**config.mk**
```make
export PLATFORM = sky130hd
export DESIGN_NAME = sgram_init_seq
export DESIGN_NICKNAME = d
export VERILOG_FILES = /design/src/rtl/sgram_init_pkg.sv /design/src/rtl/sgram_wait_timer.sv /design/src/rtl/sgram_ref_counter.sv /design/src/rtl/sgram_cmd_encode.sv /design/src/rtl/sgram_init_seq.sv
export SDC_FILE = /design/constraint.sdc
export NUM_CORES = 1
export LEC_CHECK = 0
export BUFFER_PORTS_ARGS = -buffer_cell sky130_fd_sc_hd__buf_2
export CAP_MARGIN = 40
export CORE_MARGIN = 2
export CORE_UTILIZATION = 48
export CTS_CLUSTER_SIZE = 10
export DETAILED_ROUTE_END_ITERATION = 8
export PLACE_DENSITY = 0.72
export RECOVER_POWER = 50
export SYNTH_ARGS = -nofsm -noshare
export SYNTH_HDL_FRONTEND = slang
export SYNTH_SLANG_ARGS = --single-unit
```
**constraint.sdc**
```tcl
create_clock -name clk -period 2.2 [get_ports clk]
set_input_delay 0.22 -clock clk [delete_from_list [all_inputs] [get_ports clk]]
set_output_delay 0.22 -clock clk [all_outputs]
set_load 0.05 [all_outputs]
```
**src/rtl/sgram_init_pkg.sv**
```systemverilog
package sgram_init_pkg;

  typedef enum logic [2:0] {
    ST_PAUSE,
    ST_PRE,
    ST_WAIT_RP,
    ST_MRS,
    ST_WAIT_RSC,
    ST_REF,
    ST_WAIT_RC,
    ST_READY
  } seq_state_t;

  // {cs_n, ras_n, cas_n, we_n}
  typedef enum logic [3:0] {
    CMD_NOP = 4'b0111,
    CMD_PRE = 4'b0010,
    CMD_REF = 4'b0001,
    CMD_MRS = 4'b0000
  } sdram_cmd_t;

  // Nanoseconds to whole clock cycles, rounding up.
  function automatic int unsigned ns_to_cycles(input int unsigned ns, input int unsigned clk_ns);
    return (ns + clk_ns - 1) / clk_ns;
  endfunction

  // Gaps between commands are counted with a floor of two cycles.
  function automatic int unsigned gap_cycles(input int unsigned ns, input int unsigned clk_ns);
    int unsigned c;
    c = ns_to_cycles(ns, clk_ns);
    return (c < 2) ? 2 : c;
  endfunction

endpackage

```
**src/rtl/sgram_wait_timer.sv**
```systemverilog
module sgram_wait_timer #(
  parameter int unsigned CNT_W     = 16,
  parameter int unsigned RESET_VAL = 100
) (
  input  logic             clk,
  input  logic             rst_n,
  input  logic             load_i,
  input  logic [CNT_W-1:0] load_val_i,
  input  logic             dec_i,
  output logic             expired_o
);

  logic [CNT_W-1:0] cnt_q, cnt_d;
  logic             cnt_en;

  assign cnt_en = load_i | (dec_i & (cnt_q != '0));

  always_comb begin
    cnt_d = cnt_q;
    if (load_i)      cnt_d = load_val_i;
    else if (cnt_en) cnt_d = cnt_q - 1'b1;
  end

  always_ff @(posedge clk or negedge rst_n) begin
    if (!rst_n)      cnt_q <= CNT_W'(RESET_VAL);
    else if (cnt_en) cnt_q <= cnt_d;
  end

  assign expired_o = (cnt_q == '0);

  p_load_takes_r3: assert property (@(posedge clk) disable iff (!rst_n)
    load_i |=> (cnt_q == $past(load_val_i)));

  p_count_down_r3: assert property (@(posedge clk) disable iff (!rst_n)
    (dec_i && !load_i && !expired_o) |=> (cnt_q == $past(cnt_q) - 1'b1));

  p_hold_at_zero_r3: assert property (@(posedge clk) disable iff (!rst_n)
    (expired_o && !load_i) |=> expired_o);

endmodule

```
**src/rtl/sgram_ref_counter.sv**
```systemverilog
module sgram_ref_counter #(
  parameter int unsigned REF_NUM = 8
) (
  input  logic clk,
  input  logic rst_n,
  input  logic inc_i,
  output logic all_done_o
);

  localparam int unsigned RC_W = $clog2(REF_NUM + 1);

  logic [RC_W-1:0] cnt_q, cnt_d;
  logic            cnt_en;

  assign all_done_o = (cnt_q == RC_W'(REF_NUM));
  assign cnt_en     = inc_i & ~all_done_o;

  always_comb begin
    cnt_d = cnt_q + 1'b1;
  end

  always_ff @(posedge clk or negedge rst_n) begin
    if (!rst_n)      cnt_q <= '0;
    else if (cnt_en) cnt_q <= cnt_d;
  end

  p_ref_saturates_r7: assert property (@(posedge clk) disable iff (!rst_n)
    all_done_o |=> all_done_o);

  p_ref_steps_r7: assert property (@(posedge clk) disable iff (!rst_n)
    (inc_i && !all_done_o) |=> (cnt_q == $past(cnt_q) + 1'b1));

endmodule

```
**src/rtl/sgram_cmd_encode.sv**
```systemverilog
module sgram_cmd_encode
  import sgram_init_pkg::*;
#(
  parameter int unsigned ADDR_W = 12
) (
  input  seq_state_t        state_i,
  input  logic [ADDR_W-1:0] mode_word_i,
  output logic [3:0]        cmd_o,
  output logic [ADDR_W-1:0] addr_o,
  output logic              dqm_o,
  output logic              done_o
);

  localparam int unsigned ALL_BANKS_BIT = 10;

  always_comb begin
    cmd_o  = CMD_NOP;
    addr_o = '0;
    dqm_o  = 1'b1;
    done_o = 1'b0;
    unique case (state_i)
      ST_PRE: begin
        cmd_o                 = CMD_PRE;
        addr_o[ALL_BANKS_BIT] = 1'b1;
      end
      ST_MRS: begin
        cmd_o  = CMD_MRS;
        addr_o = mode_word_i;
      end
      ST_REF:   cmd_o = CMD_REF;
      ST_READY: begin
        dqm_o  = 1'b0;
        done_o = 1'b1;
      end
      default: ;
    endcase
  end

endmodule

```
**src/rtl/sgram_init_seq.sv**
```systemverilog
module sgram_init_seq
  import sgram_init_pkg::*;
#(
  parameter int unsigned CLK_NS     = 7,
  parameter int unsigned T_PAUSE_NS = 200000,
  parameter int unsigned T_RP_NS    = 15,
  parameter int unsigned T_RC_NS    = 45,
  parameter int unsigned T_RSC_NS   = 10,
  parameter int unsigned REF_NUM    = 8,
  parameter int unsigned ADDR_W     = 12
) (
  input  logic              clk,
  input  logic              rst_n,
  input  logic [ADDR_W-1:0] mode_word_i,
  input  logic              mrs_first_i,
  output logic              cs_n_o,
  output logic              ras_n_o,
  output logic              cas_n_o,
  output logic              we_n_o,
  output logic              cke_o,
  output logic              dqm_o,
  output logic [ADDR_W-1:0] addr_o,
  output logic              done_o
);

  localparam int unsigned PAUSE_CYC = ns_to_cycles(T_PAUSE_NS, CLK_NS);
  localparam int unsigned RP_CYC    = gap_cycles(T_RP_NS, CLK_NS);
  localparam int unsigned RC_CYC    = gap_cycles(T_RC_NS, CLK_NS);
  localparam int unsigned RSC_CYC   = gap_cycles(T_RSC_NS, CLK_NS);
  localparam int unsigned MAX_GAP   = (RP_CYC > RC_CYC) ? ((RP_CYC > RSC_CYC) ? RP_CYC : RSC_CYC)
                                                        : ((RC_CYC > RSC_CYC) ? RC_CYC : RSC_CYC);
  localparam int unsigned MAX_CYC   = (PAUSE_CYC > MAX_GAP) ? PAUSE_CYC : MAX_GAP;
  localparam int unsigned CNT_W     = $clog2(MAX_CYC + 1);

  seq_state_t       state_q, state_d;
  logic             order_q, order_d, order_en;
  logic             tmr_load, tmr_dec, tmr_expired;
  logic [CNT_W-1:0] tmr_val;
  logic             ref_inc, refs_all;
  logic [3:0]       cmd_w;

  sgram_wait_timer #(
    .CNT_W     (CNT_W),
    .RESET_VAL (PAUSE_CYC - 1)
  ) u_timer (
    .clk        (clk),
    .rst_n      (rst_n),
    .load_i     (tmr_load),
    .load_val_i (tmr_val),
    .dec_i      (tmr_dec),
    .expired_o  (tmr_expired)
  );

  sgram_ref_counter #(
    .REF_NUM (REF_NUM)
  ) u_refs (
    .clk        (clk),
    .rst_n      (rst_n),
    .inc_i      (ref_inc),
    .all_done_o (refs_all)
  );

  sgram_cmd_encode #(
    .ADDR_W (ADDR_W)
  ) u_enc (
    .state_i     (state_q),
    .mode_word_i (mode_word_i),
    .cmd_o       (cmd_w),
    .addr_o      (addr_o),
    .dqm_o       (dqm_o),
    .done_o      (done_o)
  );

  // Next-state and control.
  always_comb begin
    state_d  = state_q;
    tmr_load = 1'b0;
    tmr_val  = '0;
    tmr_dec  = 1'b0;
    ref_inc  = 1'b0;
    order_en = 1'b0;
    order_d  = mrs_first_i;
    unique case (state_q)
      ST_PAUSE: begin
        tmr_dec = 1'b1;
        if (tmr_expired) begin
          order_en = 1'b1;
          state_d  = ST_PRE;
        end
      end
      ST_PRE: begin
        tmr_load = 1'b1;
        tmr_val  = CNT_W'(RP_CYC - 2);
        state_d  = ST_WAIT_RP;
      end
      ST_WAIT_RP: begin
        tmr_dec = 1'b1;
        if (tmr_expired) state_d = order_q ? ST_MRS : ST_REF;
      end
      ST_MRS: begin
        tmr_load = 1'b1;
        tmr_val  = CNT_W'(RSC_CYC - 2);
        state_d  = ST_WAIT_RSC;
      end
      ST_WAIT_RSC: begin
        tmr_dec = 1'b1;
        if (tmr_expired) state_d = order_q ? ST_REF : ST_READY;
      end
      ST_REF: begin
        tmr_load = 1'b1;
        tmr_val  = CNT_W'(RC_CYC - 2);
        ref_inc  = 1'b1;
        state_d  = ST_WAIT_RC;
      end
      ST_WAIT_RC: begin
        tmr_dec = 1'b1;
        if (tmr_expired) begin
          if (!refs_all)    state_d = ST_REF;
          else if (order_q) state_d = ST_READY;
          else              state_d = ST_MRS;
        end
      end
      ST_READY: state_d = ST_READY;
      default:  state_d = ST_PAUSE;
    endcase
  end

  always_ff @(posedge clk or negedge rst_n) begin
    if (!rst_n) state_q <= ST_PAUSE;
    else        state_q <= state_d;
  end

  always_ff @(posedge clk or negedge rst_n) begin
    if (!rst_n)        order_q <= 1'b1;
    else if (order_en) order_q <= order_d;
  end

  assign {cs_n_o, ras_n_o, cas_n_o, we_n_o} = cmd_w;
  assign cke_o = 1'b1;

  p_pause_quiet_r1: assert property (@(posedge clk) disable iff (!rst_n)
    (state_q == ST_PAUSE) |-> (cmd_w == CMD_NOP && dqm_o && !done_o));

  p_pre_all_banks_r2: assert property (@(posedge clk) disable iff (!rst_n)
    (cmd_w == CMD_PRE) |-> addr_o[10]);

  p_pre_gap_r4: assert property (@(posedge clk) disable iff (!rst_n)
    (cmd_w == CMD_PRE) |=> (cmd_w == CMD_NOP));

  p_mrs_word_r5: assert property (@(posedge clk) disable iff (!rst_n)
    (cmd_w == CMD_MRS) |-> (addr_o == mode_word_i));

  p_mrs_gap_r6: assert property (@(posedge clk) disable iff (!rst_n)
    (cmd_w == CMD_MRS) |=> (cmd_w == CMD_NOP && !done_o));

  p_ref_gap_r7: assert property (@(posedge clk) disable iff (!rst_n)
    (cmd_w == CMD_REF) |=> (cmd_w == CMD_NOP && !done_o));

  p_done_needs_refs_r7: assert property (@(posedge clk) disable iff (!rst_n)
    done_o |-> refs_all);

  p_order_frozen_r8: assert property (@(posedge clk) disable iff (!rst_n)
    (state_q != ST_PAUSE) |=> $stable(order_q));

  p_done_sticky_r9: assert property (@(posedge clk) disable iff (!rst_n)
    done_o |=> (done_o && !dqm_o && cmd_w == CMD_NOP));

  p_one_hot_cmd_r9: assert property (@(posedge clk) disable iff (!rst_n)
    $onehot0({cmd_w == CMD_PRE, cmd_w == CMD_MRS, cmd_w == CMD_REF, done_o}));

endmodule

```
Word-level counts from Yosys, hierarchy flattened
Index checks and enable logic that the tools add are counted.
- $add $sub $neg: 2
- multiply operators: 0
- divide/modulo/power cells: 0
- magnitude comparators: 0
- equal/unequal tests: 12
- shift operators: 0
- muxes and demuxes: 22
- bitwise operators: 4
- reduce and logical (&&, ||, !) cells: 6
- operators by type and width (cell ; count):
    3-bit one-hot mux with 8 select lines ; 1
    3-bit two-way mux ; 7
    15-bit logical NOT ; 1
    15-bit two-way mux ; 1
    15-bit nonzero test ; 1
    15-bit by 1-bit subtractor with 15-bit output, second input constant ; 1
    3-bit == test, second input constant ; 4
    10-bit two-way mux ; 1
    3-bit one-hot mux with 3 select lines ; 1
    1-bit two-way mux ; 8
    2-bit inequality test, second input constant ; 4
    3-bit by 2-bit == test with 1-bit output, second input constant ; 2
    3-bit one-hot mux with 2 select lines ; 1
    4-bit by 1-bit adder with 4-bit output, second input constant ; 1
    4-bit == test, second input constant ; 1
    4-bit AND reduction ; 1
    4-bit OR reduction ; 1
    3-bit by 1-bit == test with 1-bit output, second input constant ; 1
    3-bit logical NOT ; 1
    3-bit OR reduction ; 1
    1-bit AND ; 2
    2-bit two-way mux ; 1
    1-bit one-hot mux with 2 select lines ; 1
    1-bit inverter ; 1
    1-bit OR ; 1
- register bits after elaboration: 23
- latch bits: 0
- bits in writable memories: 0
- memory bits (read-only): 0
- output and inout bits: 19
- memories kept: 0

Longest topological paths before layout
- depth after elaboration: 5
- mapped depth: 8

Cells and area by module
Synthesis repeated with hierarchy kept, for this count alone.
- cell total of the unflattened synthesis: 181
- area total of the unflattened synthesis: 1576.5 um^2
- modules (own cells, without submodules) (module ; times used ; cells each ; area each (um^2)):
    sgram_wait_timer ; 1 ; 110 ; 959.7
    sgram_init_seq ; 1 ; 28 ; 239.0
    sgram_ref_counter ; 1 ; 19 ; 207.7
    sgram_cmd_encode ; 1 ; 24 ; 170.2

Worst setup path before layout
Ideal clock, no wire load.
- path kind: flip-flop to flip-flop
- start: register state_q[1]
- end: register u_timer.cnt_q[6]
- arrival: 2.259 ns
- required time: 2.122 ns
- slack: -0.137 ns
- cell stages (with the launch flop): 6
- buffers on the path: 0
- cell sequence: dfrtp_1 nand3_1 inv_1 or4_1 or3_1 a21oi_1
- cells in the longest elaborated chain, start to end: 5
- elaborated cells on any way between the ends: 14
- classes of those cells: eq/ne (6); mux (3); bitwise (2); reduce/logical (3)
- RTL lines (item ; line ; RTL):
    start, declared ; sgram_init_seq.sv:35 ; seq_state_t state_q, state_d;
    start signal, assigned ; sgram_init_seq.sv:130 ; else state_q <= state_d;
    3-bit == test, or another cell as far along ; sgram_init_seq.sv:83 ; unique case (state_q)
    4-bit OR reduction (no line) ; n/a ;
    1-bit two-way mux ; sgram_init_seq.sv:83 ;
    1-bit AND ; sgram_wait_timer.sv:16 ; assign cnt_en = load_i | (dec_i & (cnt_q != '0));
    1-bit OR ; sgram_wait_timer.sv:16 ;
    end signal, assigned ; sgram_wait_timer.sv:25 ; if (!rst_n) cnt_q <= CNT_W'(RESET_VAL);
    end signal, assigned ; sgram_wait_timer.sv:26 ; else if (cnt_en) cnt_q <= cnt_d;
    end, declared ; sgram_wait_timer.sv:13 ; logic [CNT_W-1:0] cnt_q, cnt_d;
Several ways; a longest one is shown, not always the timed one.
A chain may end at the register's enable or synchronous reset.

Worst setup path after layout
- start: register u_timer.cnt_q[11]
- end: register u_timer.cnt_q[11]
- cells in the longest elaborated chain, start to end: 3
- elaborated cells on any way between the ends: 5
- classes of those cells: add/sub (1); mux (1); bitwise (2); reduce/logical (1)
- RTL lines (item):
    parallel branches: the longest is 3 deep, another holds 15-bit by 1-bit subtractor with 15-bit output
Several ways; the timed one is not identified.

==> impl_results.md <==
* Status: finished with violations
* Failing checks: DRC
* Starting density of the core at 0.512
* Non-filler instance count after layout at 213
* Max Used Layer: met4
* Worst Path Arrival at 2.32 ns
* Buffers on Ports at 31
* Avg Inst Size Synth at 9.78 um^2
* CP max FO at 8
* P&R area growth vs syn at 17.6%
* Hold crit path type: input pin to register
* Fmax at 476 MHz
* Maxcap violations at 0
* Fill cells at 259
* Std cell rows at 19
* Worst Tran Pin Value at 1.25 ns
* Initial antenna violation count at 0
* Final number of hold-violating endpoints at 0
* Die area at 0.00345 mm^2
* Detailed Route WL at 3.15 mm
* Final Skew at 0.00783 ns
* Die X at 58.7 um
* Number of DRC markers in iteration 0 at 93
* Metal2 WL at 1.46 mm
* # diodes at 0
* Leak at 0.000775 uW
* Mapped Cells at 147
* DR vias/cell at 5.78
* Headroom to the max-slew limit at 0.167
* Fin crit share at 0.955
* Dpl cells at 208
* Total track usage at 0.197
* Post-synthesis sequential area ratio at 0.411
* First-pass GRT wire length at 5.33 mm
* Core ar. at 0.00281 mm^2
* Detailed Place HPWL at 2.33 mm
* Crit path largest cell delay at 0.58 ns
* Slowest cell on crit path: or4_1
* Clock tree buffer depth at 2
* Fin. max-slew vios at 0
* Top cell type's share of synthesized area at 0.219
* Post-route setup slack at 0.0990 ns
* Vias in the first global route at 1,154
* Top post-synthesis cells by count: 12 x dfstp_2, 11 x and2_1, 11 x dfrtp_1
* Crit path launch type: register
* Cell area after synthesis at 0.00144 mm^2
* RSZ-0062 raised after global routing: true
* Num CTS Buffers at 3
* Netlist cell types at 48
* Storage cell area at 591 um^2
* Wire per inst at 14.8 um
* Critical path class: register to register
* Count leader, synth: dfstp_2
* Largest net degree at the start of global routing at 24
* Grt ovf at 0
* Routability cong. at 0.809
* VDD IR-drop max at 0.623 mV
* IO Pins at 34
* Area leader, netlist: dfstp_2
* Layout cells sized above 1 at 0.357
* Worst skew pair latency at 0.31 ns
* Die height at 58.7 um
* DRT antenna net count at 0
* Fin nets at 201
* Pwr Density at 997 mW/mm^2
* CP Data Required Time at 2.42 ns
* DRC at 1
* Yosys warning count at 0
* Final setup viols at 0
* Largest cells by area after synthesis: dfstp_2 22%, dfrtp_1 19%, and2_1 4.8%
* Worst-path clk slew at 0.13 ns
* Post-synth top flop: dfstp_2
* CP Cell Sequence: or4_1 -> buf_4 -> o41ai_4 -> o311ai_0 -> o41ai_1
* Worst setup EP type: register
* Clock root buffer: clkbuf_4
* Synth async-reset ratio at 1.00
* DP Worst Slack at 0.0513 ns
* Syn nets at 165
* Wl on met1 at 1.52 mm
* Clock sinks at 23
* Vias at 1,231
* H-tree lvl count at 1
* DRT Pass-1 Iters at 6
* Post-layout minimum cycle time at 2.10 ns
* TritonCTS clock tree: yes
* Multi-input gate area at 778 um^2
* #FFs+latches synth at 23
* Routed wl met3 at 135 um
* Number of synthesized flops with an enable pin at 0
## final timing paths
path	start	end	slack [ns]	cells past startpoint
worst max-delay path	u_timer.cnt_q[11]	u_timer.cnt_q[11]	0.1	5
worst min-delay path	mrs_first_i	order_q	0.13	2
worst max register to register	u_timer.cnt_q[11]	u_timer.cnt_q[11]	0.1	5
worst min register to register	u_refs.cnt_q[3]	u_refs.cnt_q[3]	0.49	1
max in group asynchronous	rst_n	u_timer.cnt_q[5]	0.78	2
min in group asynchronous	rst_n	state_q[1]	0.68	2
## registers in the layout, summed over array words and instances (netlist names)
signal,flops
state_q,3
u_refs.cnt_q,4
u_timer.cnt_q,15
order_q,1
## layout make-up
class,count,share of cell area
clock inverter,1,0.00296
clock buffer,3,0.0133
timing repair buffer,40,0.131
inverter,9,0.0200
sequential,23,0.349
tap,31,0.0229
multi-input combinational,106,0.460
## placed cells by master, fill, tap and decap left out, types with 2 or more instances in the layout
cell	n
o21ai_0	6
dfstp_2	12
buf_4	8
buf_2	28
or3_1	7
xnor2_1	3
nor4_1	2
or2_2	2
clkbuf_4	3
ha_1	3
and2_1	11
nor2_1	4
nand2_1	7
dfrtp_1	11
clkbuf_1	3
o41ai_1	7
a21oi_1	7
inv_1	8
o311ai_1	2
nor3_1	5
or4_1	7
o311ai_0	5
mux2_2	2
conb_1	2
## cells by family after synthesis
| family | Yosys count | synth area share |
|---|---|---|
| other | 2 | 0.00522 |
| xor gates and xnor gates | 3 | 0.0183 |
| adders and majority gates | 3 | 0.0261 |
| muxes | 3 | 0.0226 |
| AOI/OAI and AO/OA | 35 | 0.191 |
| buffers and inverters | 18 | 0.0583 |
| and+or+nand+nor | 60 | 0.268 |
| DFF | 23 | 0.411 |
## worst max-delay path: cells and delay by family (launching register included)
kind / cells / cell delay, ns
AO/OA/AOI/OAI: 3 / 0.84
buffers and inverters: 1 / 0.19
flip-flops: 1 / 0.39
AND/OR/NAND/NOR: 1 / 0.58
## stage by stage
step | TNS, ns | util | area, um^2 | hold WS (ns) | total power (uW)
floorplan | 0 | - | 1440 | -0.0756 | 1300
global placement | 0 | 0.587 | 1650 | 0.213 | 1440
detailed placement | 0 | 0.587 | 1650 | 0.226 | 1480
CTS | 0 | 0.601 | 1690 | 0.119 | 1680
global route | -0.0469 | 0.603 | 1690 | 0.134 | 1830
finish | 0 | 0.603 | 1690 | 0.127 | 1680
## power breakdown
| part | switching [uW] | total, uW | internal (uW) |
|---|---|---|---|
| Combinational | 359 | 662 | 303 |
| Clock | 132 | 200 | 68.0 |
| Sequential | 178 | 822 | 644 |
## per-layer routing
metal  global-route usage  vias up
li1                     -      615
met1                0.284      593
met2                0.311       19
met3               0.0308        4
met4               0.0487        0
met5                    0        -
## what timing repair did
| action | CTS | global route |
|---|---|---|
| hold buffers | 1 | 0 |
| endpoints found under the setup margin | 4 | 13 |
| resized for setup | 1 | 2 |
| endpoints found under the hold margin | 11 | 0 |
| setup buffers | 0 | 0 |
| cloned | 0 | 0 |
| pin swaps | 1 | 0 |
(Power assumes the default switching activity.)
